File: config.mk
export PLATFORM = sky130hd
export DESIGN_NAME = mwload_seq
export DESIGN_NICKNAME = d
export VERILOG_FILES = /design/src/rtl/mwload_pkg.sv /design/src/rtl/mwload_fsm.sv /design/src/rtl/mwload_addr.sv /design/src/rtl/mwload_cnt.sv /design/src/rtl/mwload_seq.sv
export SDC_FILE = /design/constraint.sdc
export NUM_CORES = 1
export LEC_CHECK = 0
export CAP_MARGIN = 30
export CELL_PAD_IN_SITES_DETAIL_PLACEMENT = 1
export CELL_PAD_IN_SITES_GLOBAL_PLACEMENT = 2
export CORE_AREA = 5 5 175 126
export DETAILED_ROUTE_END_ITERATION = 12
export DIE_AREA = 0 0 180 131
export GPL_TIMING_DRIVEN = 0
export PLACE_DENSITY = 0.95
export SLEW_MARGIN = 25
export SYNTH_ARGS = -nofsm -noshare
export SYNTH_HDL_FRONTEND = slang
export SYNTH_HIERARCHICAL = 1
export SYNTH_SLANG_ARGS = --single-unit
File: constraint.sdc
create_clock -name clk -period 6.8 [get_ports clk]
set_input_delay 0.68 -clock clk [delete_from_list [all_inputs] [get_ports clk]]
set_output_delay 0.68 -clock clk [all_outputs]
set_load 0.005 [all_outputs]
File: src/rtl/mwload_pkg.sv
package mwload_pkg;
  typedef enum logic [2:0] {
    ST_IDLE    = 3'd0,
    ST_RD_BASE = 3'd1,
    ST_RD_IDX  = 3'd2,
    ST_REQ     = 3'd3,
    ST_WAIT    = 3'd4,
    ST_DONE    = 3'd5
  } seq_state_e;
endpackage

File: src/rtl/mwload_fsm.sv
module mwload_fsm
  import mwload_pkg::*;
(
  input  logic clk,
  input  logic rst_n,
  input  logic start_i,
  input  logic rvalid_i,
  input  logic last_i,
  output logic accept_o,
  output logic cap_base_o,
  output logic cap_idx_o,
  output logic issue_o,
  output logic step_o,
  output logic busy_o,
  output logic done_o
);
  seq_state_e state_q, state_d;

  // next-state logic
  always_comb begin
    state_d = state_q;
    unique case (state_q)
      ST_IDLE:    if (start_i) state_d = ST_RD_BASE;
      ST_RD_BASE: state_d = ST_RD_IDX;
      ST_RD_IDX:  state_d = ST_REQ;
      ST_REQ:     state_d = ST_WAIT;
      ST_WAIT:    if (rvalid_i) state_d = last_i ? ST_DONE : ST_REQ;
      ST_DONE:    state_d = ST_IDLE;
      default:    state_d = ST_IDLE;
    endcase
  end

  always_ff @(posedge clk or negedge rst_n) begin
    if (!rst_n) state_q <= ST_IDLE;
    else        state_q <= state_d;
  end

  assign accept_o   = (state_q == ST_IDLE) && start_i;
  assign cap_base_o = (state_q == ST_RD_BASE);
  assign cap_idx_o  = (state_q == ST_RD_IDX);
  assign issue_o    = (state_q == ST_REQ);
  assign step_o     = (state_q == ST_WAIT) && rvalid_i;
  assign busy_o     = (state_q != ST_IDLE);
  assign done_o     = (state_q == ST_DONE);

  // done lasts one cycle and is followed by idle
  assert_done_pulse_R9: assert property (@(posedge clk) disable iff (!rst_n)
    done_o |=> (!done_o && !busy_o));
  // once busy, only the done cycle can lead back to idle
  assert_start_ignored_R10: assert property (@(posedge clk) disable iff (!rst_n)
    $fell(busy_o) |-> $past(done_o));
endmodule

File: src/rtl/mwload_addr.sv
module mwload_addr #(
  parameter int XLEN = 32
) (
  input  logic            clk,
  input  logic            rst_n,
  input  logic            cap_base_i,
  input  logic            cap_idx_i,
  input  logic            base_zero_i,
  input  logic [XLEN-1:0] rdata_i,
  input  logic            step_i,
  output logic [XLEN-1:0] ea_o
);
  localparam logic [XLEN-1:0] WORD_BYTES = XLEN'(XLEN / 8);

  logic [XLEN-1:0] base_q, base_d;
  logic [XLEN-1:0] ea_q, ea_d;
  logic            base_en, ea_en;

  assign base_en = cap_base_i;
  assign base_d  = base_zero_i ? '0 : rdata_i;
  assign ea_en   = cap_idx_i | step_i;
  assign ea_d    = cap_idx_i ? (base_q + rdata_i) : (ea_q + WORD_BYTES);

  always_ff @(posedge clk or negedge rst_n) begin
    if (!rst_n)       base_q <= '0;
    else if (base_en) base_q <= base_d;
  end

  always_ff @(posedge clk or negedge rst_n) begin
    if (!rst_n)     ea_q <= '0;
    else if (ea_en) ea_q <= ea_d;
  end

  assign ea_o = ea_q;

  // capture and stepping never collide
  assert_no_cap_while_step_R6: assert property (@(posedge clk) disable iff (!rst_n)
    !(cap_idx_i && step_i));
endmodule

File: src/rtl/mwload_cnt.sv
module mwload_cnt #(
  parameter int RAW = 5
) (
  input  logic           clk,
  input  logic           rst_n,
  input  logic           load_dst_i,
  input  logic [RAW-1:0] dst_i,
  input  logic           cap_cnt_i,
  input  logic [RAW-1:0] cnt_bits_i,
  input  logic           step_i,
  output logic [RAW-1:0] waddr_o,
  output logic           last_o
);
  localparam logic [RAW:0] FULL = (RAW+1)'(1) << RAW;
  localparam logic [RAW:0] ONE  = (RAW+1)'(1);

  logic [RAW-1:0] dst_q, dst_d;
  logic [RAW:0]   rem_q, rem_d;
  logic           dst_en, rem_en;

  assign dst_en = load_dst_i | step_i;
  assign dst_d  = load_dst_i ? dst_i : dst_q + RAW'(1);
  assign rem_en = cap_cnt_i | step_i;
  assign rem_d  = cap_cnt_i ? ((cnt_bits_i == '0) ? FULL : {1'b0, cnt_bits_i})
                            : rem_q - ONE;

  always_ff @(posedge clk or negedge rst_n) begin
    if (!rst_n)      dst_q <= '0;
    else if (dst_en) dst_q <= dst_d;
  end

  always_ff @(posedge clk or negedge rst_n) begin
    if (!rst_n)      rem_q <= '0;
    else if (rem_en) rem_q <= rem_d;
  end

  assign waddr_o = dst_q;
  assign last_o  = (rem_q == ONE);

  // a step never happens with nothing left to load
  assert_count_nonzero_R3: assert property (@(posedge clk) disable iff (!rst_n)
    step_i |-> (rem_q != '0));
  // the remaining count never exceeds a full set
  assert_count_range_R3: assert property (@(posedge clk) disable iff (!rst_n)
    rem_q <= FULL);
endmodule

File: src/rtl/mwload_seq.sv
module mwload_seq #(
  parameter int XLEN = 32,
  parameter int RAW  = 5
) (
  input  logic            clk,
  input  logic            rst_n,
  input  logic            start_i,
  input  logic [RAW-1:0]  dst_sel_i,
  input  logic [RAW-1:0]  base_sel_i,
  input  logic [RAW-1:0]  idx_sel_i,
  output logic            busy_o,
  output logic            done_o,
  output logic [RAW-1:0]  rf_raddr_o,
  input  logic [XLEN-1:0] rf_rdata_i,
  output logic            rf_we_o,
  output logic [RAW-1:0]  rf_waddr_o,
  output logic [XLEN-1:0] rf_wdata_o,
  output logic            mem_req_o,
  output logic [XLEN-1:0] mem_addr_o,
  input  logic            mem_rvalid_i,
  input  logic [XLEN-1:0] mem_rdata_i
);
  logic accept, cap_base, cap_idx, issue, step, last;
  logic [RAW-1:0] base_fld_q, idx_fld_q;

  mwload_fsm u_fsm (
    .clk        (clk),
    .rst_n      (rst_n),
    .start_i    (start_i),
    .rvalid_i   (mem_rvalid_i),
    .last_i     (last),
    .accept_o   (accept),
    .cap_base_o (cap_base),
    .cap_idx_o  (cap_idx),
    .issue_o    (issue),
    .step_o     (step),
    .busy_o     (busy_o),
    .done_o     (done_o)
  );

  // register numbers held for the two read cycles
  always_ff @(posedge clk or negedge rst_n) begin
    if (!rst_n) begin
      base_fld_q <= '0;
      idx_fld_q  <= '0;
    end else if (accept) begin
      base_fld_q <= base_sel_i;
      idx_fld_q  <= idx_sel_i;
    end
  end

  assign rf_raddr_o = cap_base ? base_fld_q : idx_fld_q;

  mwload_addr #(.XLEN(XLEN)) u_addr (
    .clk         (clk),
    .rst_n       (rst_n),
    .cap_base_i  (cap_base),
    .cap_idx_i   (cap_idx),
    .base_zero_i (base_fld_q == '0),
    .rdata_i     (rf_rdata_i),
    .step_i      (step),
    .ea_o        (mem_addr_o)
  );

  mwload_cnt #(.RAW(RAW)) u_cnt (
    .clk        (clk),
    .rst_n      (rst_n),
    .load_dst_i (accept),
    .dst_i      (dst_sel_i),
    .cap_cnt_i  (cap_idx),
    .cnt_bits_i (rf_rdata_i[RAW-1:0]),
    .step_i     (step),
    .waddr_o    (rf_waddr_o),
    .last_o     (last)
  );

  assign mem_req_o  = issue;
  assign rf_we_o    = step;
  assign rf_wdata_o = mem_rdata_i;

  // requests are single-cycle pulses
  assert_req_single_R7: assert property (@(posedge clk) disable iff (!rst_n)
    mem_req_o |=> !mem_req_o);
  // no request in the cycle a word is written
  assert_req_not_with_write_R7: assert property (@(posedge clk) disable iff (!rst_n)
    rf_we_o |-> !mem_req_o);
  // writes only with valid memory data
  assert_we_needs_valid_R8: assert property (@(posedge clk) disable iff (!rst_n)
    rf_we_o |-> (mem_rvalid_i && rf_wdata_o == mem_rdata_i));
  // done follows a register write
  assert_done_after_write_R9: assert property (@(posedge clk) disable iff (!rst_n)
    done_o |-> $past(rf_we_o));
  // memory traffic only while busy
  assert_req_in_busy_R9: assert property (@(posedge clk) disable iff (!rst_n)
    mem_req_o |-> busy_o);
endmodule

==> impl_results.md <==
* Vias in the first global route at between 5000 and 6000
* Post-route setup slack at 3.31 ns
* GPL Wtd Cong at a little over 0.8
* Seq/Total Area, Yosys at 35.8%
* Syn. warnings at 6
* R2r startpoint: u_fsm/state_q[1]$_DFFE_PN0P_
* RSZ-0062 raised after global routing: no
* Gr usage total at 15.9%
* Final setup vio count at 0
* Initial Utilization at 30.3%
* Synthesized area at 0.00616 mm2
* Leakage at 3.37 nW
* Synth Area per Inst at about 8.8 um2
* I/O pin count at 161
* Post-route DRC at 0
* Async SR Flop Fraction at 100%
* Iteration count of the initial detailed-routing pass at 5
* Maximum buffer depth of the clock tree at 2
* H-Tree Depth at 3
* TritonCTS clock tree: built
* Status: finished, final reports clean
* Final Hold Viols at 0
* Fin. max-slew vios at 0
* Commonest cells after routing, fill and taps aside: clkdlybuf4s50_1, dfrtp_1, o21ai_0
* Hpwl dp at 15000 um
* Worst IR Drop VDD at around 140 uV
* TritonCTS Sinks at 88
* Most common cell after layout, fill and taps aside: clkdlybuf4s50_1
* Rows at 44
* Port bufs at approximately 130
* Worst reg2reg path depth at 12
* Part of the power in combinational logic at 56.5%
* Nets at 960
* Via density at 4.86
* CP Data Required Time at roughly 7.0 ns
* Hold crit path type: in2async
* DR iter-0 viols at 323
* Overflow after GRT at 0
* Die Ht at 131 um
* Final setup TNS at 0 ns
* Resized cells post-CTS at 0
* Area delta synth->final at 32.4%
* Postcts setup bufs at 0
* Fraction of layout cells with a size suffix above 1 at 10.4%
* Pwr Density at 452 mW/mm2
* Crit. End Element: register
* Ratio of final minimum period to clock period at 51.4%
* Slew headroom at 38.0%
* R2R Setup Slk at 3.76 ns
* Startpoint types: primary input
* Antenna Nets Post-Route at 0
* CTS Buf Count at 9
* Top cell type's share of synthesized area at between 30 and 40%
* MaxCap Viol Count at 0
* Final worst path period need at 3.49 ns
* Die X at ~180 um
* Syn nets at 820
* Top FF cell, synth: dfrtp_1
* R2R Path End: u_addr/ea_o[31]$_DFFE_PN0N_
* Root buf cell: clkbuf_16
* Clock transition at path regs at 0.07 ns
* First-pass GRT wire length at roughly 30000 um
* CTS Hold Bufs at 0
* Placeable Area at 0.0203 mm2
* Worst slew pin tran at roughly 0.93 ns
* Max Clock Freq at 286 MHz
* NetSw at 0.00155 W
* Initial antenna violation count at 0
* Critical path type: in2reg
* Sw frac at between 40% and 50%
* Routed WL at 18900 um
* Total number of vias at roughly 5500
* Cell taking the most area after synthesis: dfrtp_1
* Layout Skew at between 0.007 and 0.008 ns
* Worst Path Arrival at approximately 3.7 ns
* Worst-path maximum fanout at 4
* Worst-Skew Late Latency at 0.35 ns
* Ant diodes at 0
* Synth area leaders: dfrtp_1, ha_1, xnor2_1
* Cells after synthesis at 701
* Die area at approximately 0.024 mm2
* #FFs+latches synth at 88
* Pre-CTS setup slack at 3.04 ns
* Post-synth EDFFs at 0
* Internal power at 0.00213 W
* WL/cell at 16.9 um
* Power share of the clock group at 15.6%
* Largest net degree at the start of global routing at 53
* Synth cell types at 59
* Seq pwr share at between 20 and 30%
* Power, Total at 0.00368 W
## cell usage after synthesis, types with 24 or more instances
cell / n
ha_1: 35
xor2_1: 24
nand2_1: 59
inv_1: 48
nand3b_1: 32
dfrtp_1: 88
xnor2_1: 42
a21oi_1: 46
nor2_1: 46
buf_4: 33
o21ai_0: 60
## area by class of cell
class,count,area [um2]
timing repair buffer,129,1310
multi-input combinational,503,3400
buffer,62,370
tap,276,345
sequential,88,2200
inverter,48,180
clock inverter,6,108
clock buffer,10,229
fill,2367,12200
## cells by family after synthesis
| group | synth area share [%] |
|---|---|
| simple gates | 18.7 |
| xor+xnor | 9.39 |
| compound gates | 15.7 |
| flops | 35.8 |
| buf+inv | 8.94 |
| fa+ha+maj | 7.44 |
| mux | 4.07 |
## stage by stage
stage / instances / area [um2] / hold WS (ns) / utilization [%]
4_1_cts: 1122 / 8150 / 0.234 / 40.1
3_5_place_dp: 1106 / 7810 / 0.493 / 38.5
3_3_place_gp: 1105 / 7780 / 0.491 / 38.3
5_1_grt: 1122 / 8150 / 0.252 / 40.1
2_1_floorplan: 701 / 6160 / 0.384 / -
6_report: 1122 / 8150 / 0.232 / 40.1
## worst max path at each step
stage / end / slack [ns] / cells after the start / start
5_1_grt: u_addr/ea_o[24]$_DFFE_PN0N_ / 3.13 / 13 / rf_rdata_i[0]
3_5_place_dp: u_addr/ea_o[26]$_DFFE_PN0N_ / 3.04 / 13 / rf_rdata_i[0]
4_1_cts: u_addr/ea_o[24]$_DFFE_PN0N_ / 3.38 / 13 / rf_rdata_i[0]
3_3_place_gp: u_addr/base_q[19]$_DFFE_PN0P_ / 1.53 / 1 / rst_n
6_report: u_addr/ea_o[24]$_DFFE_PN0N_ / 3.31 / 13 / rf_rdata_i[0]
2_1_floorplan: u_addr/ea_o[26]$_DFFE_PN0N_ / 3.99 / 12 / rf_rdata_i[0]
## critical path: stages
cell and delay, ns:
clkdlybuf4s50_1 0.58, ha_1 0.24, inv_1 0.06, fa_1 0.38, nand2b_1 0.21, a21oi_1 0.21
o21ai_1 0.08, and2_4 0.17, o31a_1 0.37, o21ai_1 0.24, a21oi_1 0.13, xor2_1 0.23
mux2i_1 0.11
## registers in the layout (all words and copies together), names as in the netlist
name and cells:
base_fld_q 5, idx_fld_q 5, u_addr/base_q 32, u_addr/ea_o 32
u_cnt/rem_q 6, u_cnt/waddr_o 5, u_fsm/state_q 3
## power groups by stage
| stage | Combinational (W) | Clock (W) | Sequential [W] |
|---|---|---|---|
| 2_1_floorplan | 0.00132 | 0 | 0.000974 |
| 5_1_grt | 0.00231 | 0.000614 | 0.00107 |
| 3_3_place_gp | 0.00202 | 0 | 0.00102 |
| 3_5_place_dp | 0.00208 | 0 | 0.00104 |
| 4_1_cts | 0.00210 | 0.000593 | 0.00103 |
| 6_report | 0.00208 | 0.000574 | 0.00103 |
## metal layers
layer	global-route usage, %	part of all wire (%)	vias up
li1	-	-	2667
met3	3.87	5.0	10
met4	2.51	0.88	0
met2	25.2	45	123
met5	0	0	-
met1	22.5	49	2658
(Power assumes the default switching activity.)
